===== src/rtl/cap_mem_pkg.sv =====
package cap_mem_pkg;
  localparam int SLOT_BYTES = 16;
  localparam int SLOT_W     = SLOT_BYTES * 8;
  localparam int OFF_W      = $clog2(SLOT_BYTES);

  typedef enum logic [1:0] {
    SZ_B = 2'd0,
    SZ_H = 2'd1,
    SZ_W = 2'd2,
    SZ_D = 2'd3
  } size_e;
endpackage


===== src/rtl/cap_mem_decode.sv =====
module cap_mem_decode
  import cap_mem_pkg::*;
#(
  parameter int ADDR_W = 8,
  localparam int IDX_W = ADDR_W - OFF_W
) (
  input  logic                  cap_i,
  input  logic [1:0]            size_i,
  input  logic [ADDR_W-1:0]     addr_i,
  output logic                  ok_o,
  output logic [IDX_W-1:0]      idx_o,
  output logic [OFF_W-1:0]      off_o,
  output logic [SLOT_BYTES-1:0] be_o
);
  logic [SLOT_BYTES-1:0] mask;

  assign idx_o = addr_i[ADDR_W-1:OFF_W];
  assign off_o = addr_i[OFF_W-1:0];

  always_comb begin
    ok_o = 1'b0;
    mask = '0;
    if (cap_i) begin
      ok_o = (off_o == '0);
      mask = '1;
    end else begin
      unique case (size_e'(size_i))
        SZ_B: begin ok_o = 1'b1;                mask = 16'h0001; end
        SZ_H: begin ok_o = (off_o[0] == 1'b0);  mask = 16'h0003; end
        SZ_W: begin ok_o = (off_o[1:0] == '0);  mask = 16'h000f; end
        SZ_D: begin ok_o = (off_o[2:0] == '0);  mask = 16'h00ff; end
        default: begin ok_o = 1'b0;             mask = '0;       end
      endcase
    end
  end

  // cap access always has off 0 when accepted, so shift is harmless
  assign be_o = cap_i ? mask : (mask << off_o);
endmodule


===== src/rtl/cap_mem_array.sv =====
module cap_mem_array
  import cap_mem_pkg::*;
#(
  parameter int SLOTS = 16,
  localparam int IDX_W = $clog2(SLOTS)
) (
  input  logic                  clk_i,
  input  logic                  we_i,
  input  logic [IDX_W-1:0]      idx_i,
  input  logic [SLOT_BYTES-1:0] be_i,
  input  logic [SLOT_W-1:0]     wdata_i,
  output logic [SLOT_W-1:0]     rdata_o
);
  for (genvar g = 0; g < SLOT_BYTES; g++) begin : g_lane
    logic [7:0] lane_q [SLOTS];
    always_ff @(posedge clk_i) begin
      if (we_i && be_i[g]) lane_q[idx_i] <= wdata_i[g*8 +: 8];
    end
    assign rdata_o[g*8 +: 8] = lane_q[idx_i];
  end
endmodule


===== src/rtl/cap_mem_tags.sv =====
module cap_mem_tags #(
  parameter int SLOTS = 16,
  localparam int IDX_W = $clog2(SLOTS)
) (
  input  logic             clk_i,
  input  logic             rst_ni,
  input  logic             we_i,
  input  logic [IDX_W-1:0] idx_i,
  input  logic             val_i,
  output logic             tag_o
);
  logic [SLOTS-1:0] tag_q;

  always_ff @(posedge clk_i or negedge rst_ni) begin
    if (!rst_ni)   tag_q <= '0;
    else if (we_i) tag_q[idx_i] <= val_i;
  end

  assign tag_o = tag_q[idx_i];
endmodule


===== src/rtl/cap_mem.sv =====
module cap_mem
  import cap_mem_pkg::*;
#(
  parameter int ADDR_W = 8
) (
  input  logic              clk_i,
  input  logic              rst_ni,
  input  logic              req_i,
  input  logic              we_i,
  input  logic              cap_i,
  input  logic [1:0]        size_i,
  input  logic [ADDR_W-1:0] addr_i,
  input  logic [127:0]      wdata_i,
  input  logic              wtag_i,
  output logic              rvalid_o,
  output logic [127:0]      rdata_o,
  output logic              rtag_o,
  output logic              err_o
);
  localparam int IDX_W = ADDR_W - OFF_W;
  localparam int SLOTS = 2 ** IDX_W;

  logic                  ok;
  logic [IDX_W-1:0]      idx;
  logic [OFF_W-1:0]      off;
  logic [SLOT_BYTES-1:0] be;
  logic [SLOT_W-1:0]     wlane, raw, rshift, rfmt, dmask;
  logic                  tag_cur, wr_go;

  cap_mem_decode #(.ADDR_W(ADDR_W)) u_dec (
    .cap_i (cap_i), .size_i(size_i), .addr_i(addr_i),
    .ok_o  (ok),    .idx_o (idx),    .off_o (off),   .be_o(be)
  );

  assign wr_go = req_i && we_i && ok;
  assign wlane = cap_i ? wdata_i : ({64'b0, wdata_i[63:0]} << {off, 3'b000});

  cap_mem_array #(.SLOTS(SLOTS)) u_arr (
    .clk_i(clk_i), .we_i(wr_go), .idx_i(idx), .be_i(be),
    .wdata_i(wlane), .rdata_o(raw)
  );

  // data stores force the tag low; cap stores write the supplied tag
  cap_mem_tags #(.SLOTS(SLOTS)) u_tag (
    .clk_i(clk_i), .rst_ni(rst_ni), .we_i(wr_go), .idx_i(idx),
    .val_i(cap_i & wtag_i), .tag_o(tag_cur)
  );

  always_comb begin
    unique case (size_e'(size_i))
      SZ_B:    dmask = {{120{1'b0}}, {8{1'b1}}};
      SZ_H:    dmask = {{112{1'b0}}, {16{1'b1}}};
      SZ_W:    dmask = {{96{1'b0}}, {32{1'b1}}};
      default: dmask = {{64{1'b0}}, {64{1'b1}}};
    endcase
  end

  assign rshift = raw >> {off, 3'b000};
  assign rfmt   = cap_i ? raw : (rshift & dmask);

  always_ff @(posedge clk_i or negedge rst_ni) begin
    if (!rst_ni) begin
      rvalid_o <= 1'b0;
      err_o    <= 1'b0;
      rdata_o  <= '0;
      rtag_o   <= 1'b0;
    end else begin
      rvalid_o <= req_i && !we_i;
      err_o    <= req_i && !ok;
      rdata_o  <= (req_i && !we_i && ok) ? rfmt : '0;
      rtag_o   <= req_i && !we_i && ok && cap_i && tag_cur;
    end
  end
endmodule


===== config.mk =====
export PLATFORM = sky130hd
export DESIGN_NAME = cap_mem
export DESIGN_NICKNAME = d
export VERILOG_FILES = /design/src/rtl/cap_mem_pkg.sv /design/src/rtl/cap_mem_decode.sv /design/src/rtl/cap_mem_array.sv /design/src/rtl/cap_mem_tags.sv /design/src/rtl/cap_mem.sv
export SDC_FILE = /design/constraint.sdc
export NUM_CORES = 2
export LEC_CHECK = 0
export ABC_AREA = 1
export BUFFER_PORTS_ARGS = -buffer_cell sky130_fd_sc_hd__clkbuf_2
export CAP_MARGIN = 20
export CELL_PAD_IN_SITES_DETAIL_PLACEMENT = 1
export CELL_PAD_IN_SITES_GLOBAL_PLACEMENT = 1
export CORE_ASPECT_RATIO = 0.6
export CORE_MARGIN = 3
export CORE_UTILIZATION = 44
export DETAILED_ROUTE_END_ITERATION = 10
export GPL_TIMING_DRIVEN = 0
export PLACE_DENSITY = 0.79
export SLEW_MARGIN = 15
export SYNTH_ARGS = -nofsm -noshare
export SYNTH_HDL_FRONTEND = slang
export SYNTH_HIERARCHICAL = 1
export SYNTH_SLANG_ARGS = --single-unit

===== constraint.sdc =====
create_clock -name clk_i -period 1.4 [get_ports clk_i]
set_input_delay 0.07 -clock clk_i [delete_from_list [all_inputs] [get_ports clk_i]]
set_output_delay 0.07 -clock clk_i [all_outputs]
set_load 0.005 [all_outputs]

Yosys cells after proc, flatten, opt, wreduce, memory -nomap -nowiden
Memory sizes are Yosys's and may differ from the RTL's.
Index checks and enable logic that the tools add are counted.

word-level totals
  flip-flop bits (word level) = 147
  bits in latches = 0
  bits in writable memories = 2048
  memory bits (read-only) = 0
  output and inout port bits = 131
  word-level logic and storage cells = 108
  memories kept = 16

memories
  memory                   depth  bits a word  read ports  clocked after memory_dff  write ports  RTL line             text
  u_arr.g_lane[0].lane_q   16     8            1           0                         1            cap_mem_array.sv:15  logic [7:0] lane_q [SLOTS];
  u_arr.g_lane[10].lane_q  16     8            1           0                         1            cap_mem_array.sv:15
  u_arr.g_lane[11].lane_q  16     8            1           0                         1            cap_mem_array.sv:15
  u_arr.g_lane[12].lane_q  16     8            1           0                         1            cap_mem_array.sv:15
  u_arr.g_lane[13].lane_q  16     8            1           0                         1            cap_mem_array.sv:15
  u_arr.g_lane[14].lane_q  16     8            1           0                         1            cap_mem_array.sv:15
  +10 memories             --     --           --          --                        --           --

cells by class
  $add $sub $neg = 0
  multipliers = 0
  div/mod/pow operators = 0
  $lt $le $gt $ge = 2
  equal/unequal tests = 3
  shift operators = 3
  multiplexer cells = 46
  bitwise operators = 3
  reduce and logical (&&, ||, !) cells = 30

operators with widths
  kind                                                                    number
  128-bit two-way mux                                                     3
  64-bit case mux with 3 select lines                                     1
  128-bit bitwise AND                                                     1
  64-bit by 7-bit left shift with 128-bit output                          1
  128-bit by 7-bit right shift with 128-bit output                        1
  16-bit case mux with 4 select lines                                     1
  1-bit two-way mux                                                       35
  16-bit two-way mux                                                      2
  1-bit logical AND                                                       24
  16-bit bitwise mux                                                      1
  16-bit by 4-bit left shift with 16-bit output                           1
  4-bit by 5-bit < comparator with 1-bit output (second input constant)   1
  1-bit binary-select mux with 4-bit select                               1
  1-bit demux with 4-bit select                                           1
  2-bit equality test (second input constant)                             2
  4-bit by 1-bit >= comparator with 1-bit output (second input constant)  1
  2-bit logical NOT                                                       2
  4-bit logical NOT                                                       1
  1-bit case mux with 4 select lines                                      1
  3-bit logical NOT                                                       1
  2-bit by 1-bit equality test with 1-bit output (second input constant)  1
  1-bit logical NOT                                                       2
  1-bit bitwise AND                                                       1
  1-bit inverter                                                          1

Logic depth before layout (Yosys ltp)
  depth after elaboration = 8
  mapped depth = 19

Cells and area by module
The synthesis kept the hierarchy.

by module, submodules not included
  module          instances  cells each  area an instance (um^2)  seq. area each (um^2)
  cap_mem_array   1          8540        86255.2                  61499.0
  cap_mem         1          2341        13206.4                  3278.1
  cap_mem_tags    1          126         899.6                    400.4
  cap_mem_decode  1          115         594.3                    0.0

Least setup slack after synthesis
No wires, ideal clock.

  path type = input to register
  start point = in addr_i[1]
  end point = mem u_arr.g_lane[13].lane_q[10][0] (enable)
  setup time = 0.370 ns
  arrival time = 2.142 ns
  required time = 1.030 ns
  path slack = -1.113 ns
  stages on the path = 12
  path buffers = 4
  cell sequence = buf_6 nor2_1 o211ai_1 nand3_1 nand2_1 inv_1 and3_1 clkbuf_1 buf_2 nand2_1 clkbuf_1 nor2_1

on the way
  cells in the longest elaborated chain, start to end = 7
  elaborated cells on any way between the ends = 11

ends and longest elaborated chain
  item                                                    RTL line                                    text
  start: declaration                                      cap_mem.sv:12                               input logic [ADDR_W-1:0] addr_i,
  3-bit logical NOT or 2-bit logical NOT (tied branches)  cap_mem_decode.sv:31, cap_mem_decode.sv:30
  1-bit case mux with 4 select lines                      cap_mem_decode.sv:27                        unique case (size_e'(size_i))
  1-bit two-way mux (*)                                   cap_mem_decode.sv:23                        if (cap_i) begin
  net ok                                                  cap_mem.sv:23                               logic ok;
  1-bit logical AND (*)                                   cap_mem.sv:35                               assign wr_go = req_i && we_i && ok;
  net wr_go                                               cap_mem.sv:28                               logic tag_cur, wr_go;
  1-bit logical AND (*)                                   cap_mem_array.sv:17                         if (we_i && be_i[g]) lane_q[idx_i] <= wdata_i[g*8 +: 8];
  1-bit two-way mux (*)                                   cap_mem_array.sv:17
  1-bit two-way mux (not written as such) (*)             cap_mem_array.sv:17
  end: declaration                                        cap_mem_array.sv:15

Mark *: on every way through the listed nets, which the timed path passes. The rest lies on a longest branch.

Worst setup path in the final report
  start point = in addr_i[7]
  end point = reg rdata_o[0]

on the way
  cells in the longest elaborated chain, start to end = 5
  elaborated cells on any way between the ends = 20

ends and longest elaborated chain
  item                                              RTL line       text
  memory read 16 x 8 bit                            --
  net raw[24]                                       cap_mem.sv:27  logic [SLOT_W-1:0] wlane, raw, rshift, rfmt, dmask;
  128-bit by 7-bit right shift with 128-bit output  cap_mem.sv:58  assign rshift = raw >> {off, 3'b000};
  128-bit bitwise AND                               cap_mem.sv:59  assign rfmt = cap_i ? raw : (rshift & dmask);
  128-bit two-way mux                               cap_mem.sv:59
  128-bit two-way mux                               cap_mem.sv:70  rdata_o <= (req_i && !we_i && ok) ? rfmt : '0;
  end signal: assignment                            cap_mem.sv:70
  end: declaration                                  cap_mem.sv:16  output logic [127:0] rdata_o,

The timed path passes the listed nets, and every way through them passes these cells.
A chain may end at the register's enable or synchronous reset.

==> implementation parameters <==
Parameter                              Value

Status
  Outcome    finished with violations
  Failing checks    hold timing, setup timing

Pwr
  Int Power    roughly 110 mW
  Largest vdd supply drop    around 1.1 mV
  Switching power total    around 46 mW
  Logic gate share of total power    between 15 and 20%
  Total power of the final layout    about 150 mW
  Register share of total power    a little under half
  Sw Share    29.6%
  Clock network power share    between 30% and 40%
  Power density over the cells    between 1000 and 1500 nW/um2
  Leak    approximately 52 nW

Synth
  Sequential share of the synthesized area    64.6%
  Largest family of logic cells by synthesized area    simple AND/OR/NAND/NOR gates
  Most used flip-flop cell after synthesis    sky130_fd_sc_hd__edfxtp_1
  Adder and majority cell fraction of the synthesized area    0%
  Share of cell area taken by muxes after synthesis    0%
  Netlist cell types    41
  Post-synth net total    approximately 11000
  Cell area after synthesis    ~100000 um2
  Post-synthesis sequential element count    2195
  Number of synthesized flops with an enable pin    2048
  Area share of xor/xnor cells in the synthesized design    0%
  Post-synthesis share of cell area spent on and, or, nand and nor gates    just under 30%
  Post-synthesis async set-or-reset flop share    under 10%
  Post-synthesis instance total    approximately 11000
  Synth Warn #    6
  Compound-cell area share of the yosys netlist    about 1.1%
  Synth Area per Inst    a little over 9 um2

Clock network
  Number of buffers created by CTS    209
  Root Buffer    sky130_fd_sc_hd__clkbuf_16
  Clock tree from TritonCTS    yes
  Clock tree buffer depth    4
  Clock sinks    approximately 2200
  Worst-Skew Late Latency    930 ps
  Number of H-tree branching levels    4
  Clock transition at the registers of the reported paths    60 ps

STA
  Setup-failing EPs final    approximately 4200
  Worst slew pin tran    between 1000 and 1500 ps
  Worst clock skew on the final layout    ~100 ps
  Max Freq    approximately 430 MHz
  Fin. max-slew vios    0
  Post-Route Hold Slack    -10.6 ps
  Share of the clock period used by the worst path after layout    166%
  Worst-case headroom to the max-slew limit    between 10 and 15%
  Minimum period implied by the final worst setup slack    approximately 2300 ps
  Setup repair after global routing missed its margin    yes
  Worst setup margin    -929 ps
  Final hold violations    1

Floorplanning
  DIE WIDTH    about 620 um
  Count of standard-cell rows    ~140
  Die Y    between 300 and 400 um
  Overall die area    approximately 240000 um2
  I/O Pins    between 200 and 300
  Floorplan Core Area    227000 um2
  Initial cell density of the core    44.5%

Global route
  Pin count of the biggest net entering global routing    about 90
  Global-route wire length before repair    752000 um
  Number of antenna violations at the first check in global routing    65
  GRT Total Usage    ~48%
  Total overflow reported by the global router    0
  Number of global-route vias before repair    89500

Route
  1st-iter DRT viols    15200
  Total number of vias    about 93000
  Number of iterations in the first detailed-routing pass    8
  Metal3 WL    slightly below 100000 um
  Remaining design rule violation count    0
  Total length of routed wires    573000 um
  Post-route met1 wirelength    around 210000 um
  Via-to-Cell Ratio    between 6 and 7
  Routed wl met2    approximately 220000 um
  Antenna-violating nets left    0
  Uppermost layer routed    met5
  Post-DR wirelength/cell    between 30 and 40 um

Place
  Count of input and output buffers    between 200 and 300
  Worst slack at placement    -3710 ps
  Placer's final routability congestion estimate    approximately 1.1
  HPWL after detailed placement    424000 um

Worst setup path
  Type of the setup path with the least slack    in2reg
  Register-to-register setup slack    -890 ps
  Crit path launch type    input port
  Reg-to-Reg Start    u_arr/g_lane[7].lane_q[0][0]
  WP data required    2130 ps
  Worst setup path startpoint    addr_i[7]
  Nature of the critical path endpoint    register
  CP arrival    3060 ps
  Peak fanout along the critical path    10

Run
  Number of maximum-capacitance constraint violations    0

Layout
  Net count reported at finish    around 12000
  Share of post-route cells with drive strength above 1    20.3%
  Area added between synthesis and finish    22.4%
  Filler Cells Inserted    about 25000

Min path
  Worst min-delay path class    in2reg
  Startpoint of the tightest hold check path    size_i[1]
area by class of cell:
type	count	area [um2]	area share [%]
clock buffer	276	5670	4.59
antenna	47	118	0.0952
timing repair buffer	567	5090	4.12
tap	3014	3770	3.05
buffer	629	4490	3.63
clock inverter	98	855	0.692
multi-input combinational	7942	37000	29.9
inverter	356	1410	1.14
sequential	2195	65200	52.8
sequential cells by signal, indices dropped and copies added, names as in the netlist:
register,flops
u_arr/g_lane.lane_q,2048
rdata_o,128
u_tag/tag_q,16
err_o,1
rtag_o,1
rvalid_o,1
path summary, 6_finish.rpt:
path                       depth (start not counted)              to
max                                               15      rdata_o[0]
min                                                5     rdata_o[19]
max reg2reg                                       14      rdata_o[0]
min reg2reg                                        2  u_tag/tag_q[0]
max in group asynchronous                          4     rdata_o[66]
min in group asynchronous                          3     rdata_o[85]
per-stage QoR:
step | utilization [%] | cells | area (um2) | setup TNS [ps]
floorplan | - | 11100 | 102000 | -1484500
global placement | 47.1 | 14400 | 107000 | -9805040
detailed placement | 47.8 | 14500 | 108000 | -8267800
CTS | 53.2 | 15000 | 121000 | -1518230
global route | 54.4 | 15100 | 123000 | -1512380
finish | 54.5 | 15100 | 124000 | -1767380
cell usage in the layout (no fill, tap or decap), drive strengths merged:
cell type	netlist	final
a21oi	34	34
edfxtp	2048	2048
nand4	2	2
o22ai	29	29
buf	463	656
and2	1	1
dlygate4sd3	0	83
dfrtp	147	147
o21ai	104	104
clkinv	3	77
o21bai	2	2
nor3	2	2
inv	353	354
diode	0	47
o211ai	18	18
or2	12	12
a22oi	3	3
a31oi	4	4
clkinvlp	0	11
clkbuf	166	731
nor2	454	454
clkdlybuf4s15	0	2
nand2	6577	6577
bufinv	0	12
nand3	694	694
and3	1	1
a32oi	4	4
nor3b	1	1
critical path, cell delays in order:
cell	delay, ps
sky130_fd_sc_hd__buf_4	230
sky130_fd_sc_hd__nand2_1	110
sky130_fd_sc_hd__inv_1	280
sky130_fd_sc_hd__buf_6	450
sky130_fd_sc_hd__clkbuf_2	450
sky130_fd_sc_hd__nand2_1	100
sky130_fd_sc_hd__nand2_1	80
sky130_fd_sc_hd__inv_1	120
sky130_fd_sc_hd__nand2_2	270
sky130_fd_sc_hd__nand2_1	130
sky130_fd_sc_hd__nand3_1	100
sky130_fd_sc_hd__nand3_1	100
sky130_fd_sc_hd__nand2_2	170
sky130_fd_sc_hd__nor2_4	70
sky130_fd_sc_hd__nor2_4	230
power by group through the flow:
stage	Sequential [mW]	Clock, mW	Combinational, mW
after floorplan	74.2	0	8.61
after global placement	74.3	0	18.9
after detailed placement	74.3	0	20.0
after CTS	72.9	56.7	21.9
after global routing	72.9	59.4	24.9
final	72.9	56.9	24.9
cells by family after synthesis:
family                 Yosys count
and+or+nand+nor               7744
DFF                           2195
buffers and inverters          985
AOI/OAI and AO/OA              198
cells in the mapped netlist, types with 3 or more instances:
cell type | instances | share of area (%)
sky130_fd_sc_hd__a21oi_1 | 33 | 0.16
sky130_fd_sc_hd__a22oi_1 | 3 | 0.022
sky130_fd_sc_hd__a31oi_1 | 4 | 0.025
sky130_fd_sc_hd__a32oi_1 | 4 | 0.035
sky130_fd_sc_hd__buf_1 | 55 | 0.20
sky130_fd_sc_hd__buf_2 | 321 | 1.6
sky130_fd_sc_hd__buf_4 | 63 | 0.47
sky130_fd_sc_hd__buf_6 | 23 | 0.26
sky130_fd_sc_hd__clkbuf_1 | 166 | 0.62
sky130_fd_sc_hd__dfrtp_1 | 147 | 3.6
sky130_fd_sc_hd__edfxtp_1 | 2048 | 61
sky130_fd_sc_hd__inv_1 | 333 | 1.2
sky130_fd_sc_hd__inv_2 | 18 | 0.067
sky130_fd_sc_hd__nand2_1 | 6566 | 24
sky130_fd_sc_hd__nand2_2 | 9 | 0.056
sky130_fd_sc_hd__nand3_1 | 690 | 3.4
sky130_fd_sc_hd__nand3_2 | 3 | 0.030
sky130_fd_sc_hd__nor2_1 | 440 | 1.6
sky130_fd_sc_hd__nor2_2 | 8 | 0.050
sky130_fd_sc_hd__nor2_4 | 6 | 0.067
sky130_fd_sc_hd__o211ai_1 | 18 | 0.13
sky130_fd_sc_hd__o21ai_0 | 50 | 0.25
sky130_fd_sc_hd__o21ai_1 | 54 | 0.27
sky130_fd_sc_hd__o22ai_1 | 29 | 0.18
sky130_fd_sc_hd__or2_2 | 10 | 0.062
routing by layer:
| metal | up-vias | GRT usage (%) |
|---|---|---|
| li1 | 37500 | - |
| met4 | 36 | 28.4 |
| met1 | 46600 | 62.4 |
| met3 | 1441 | 22.8 |
| met5 | - | 1.63 |
| met2 | 7279 | 63.0 |
timing repair:
item,4_1_cts,5_1_grt
endpoints found under the hold margin,1127,52
resized for setup,1151,626
hold buffers,79,4
pin swaps,119,196
buffers inserted,81,52
endpoints found under the setup margin,4367,4328
gates cloned,1,2
Power figures use the tool's default switching activity.
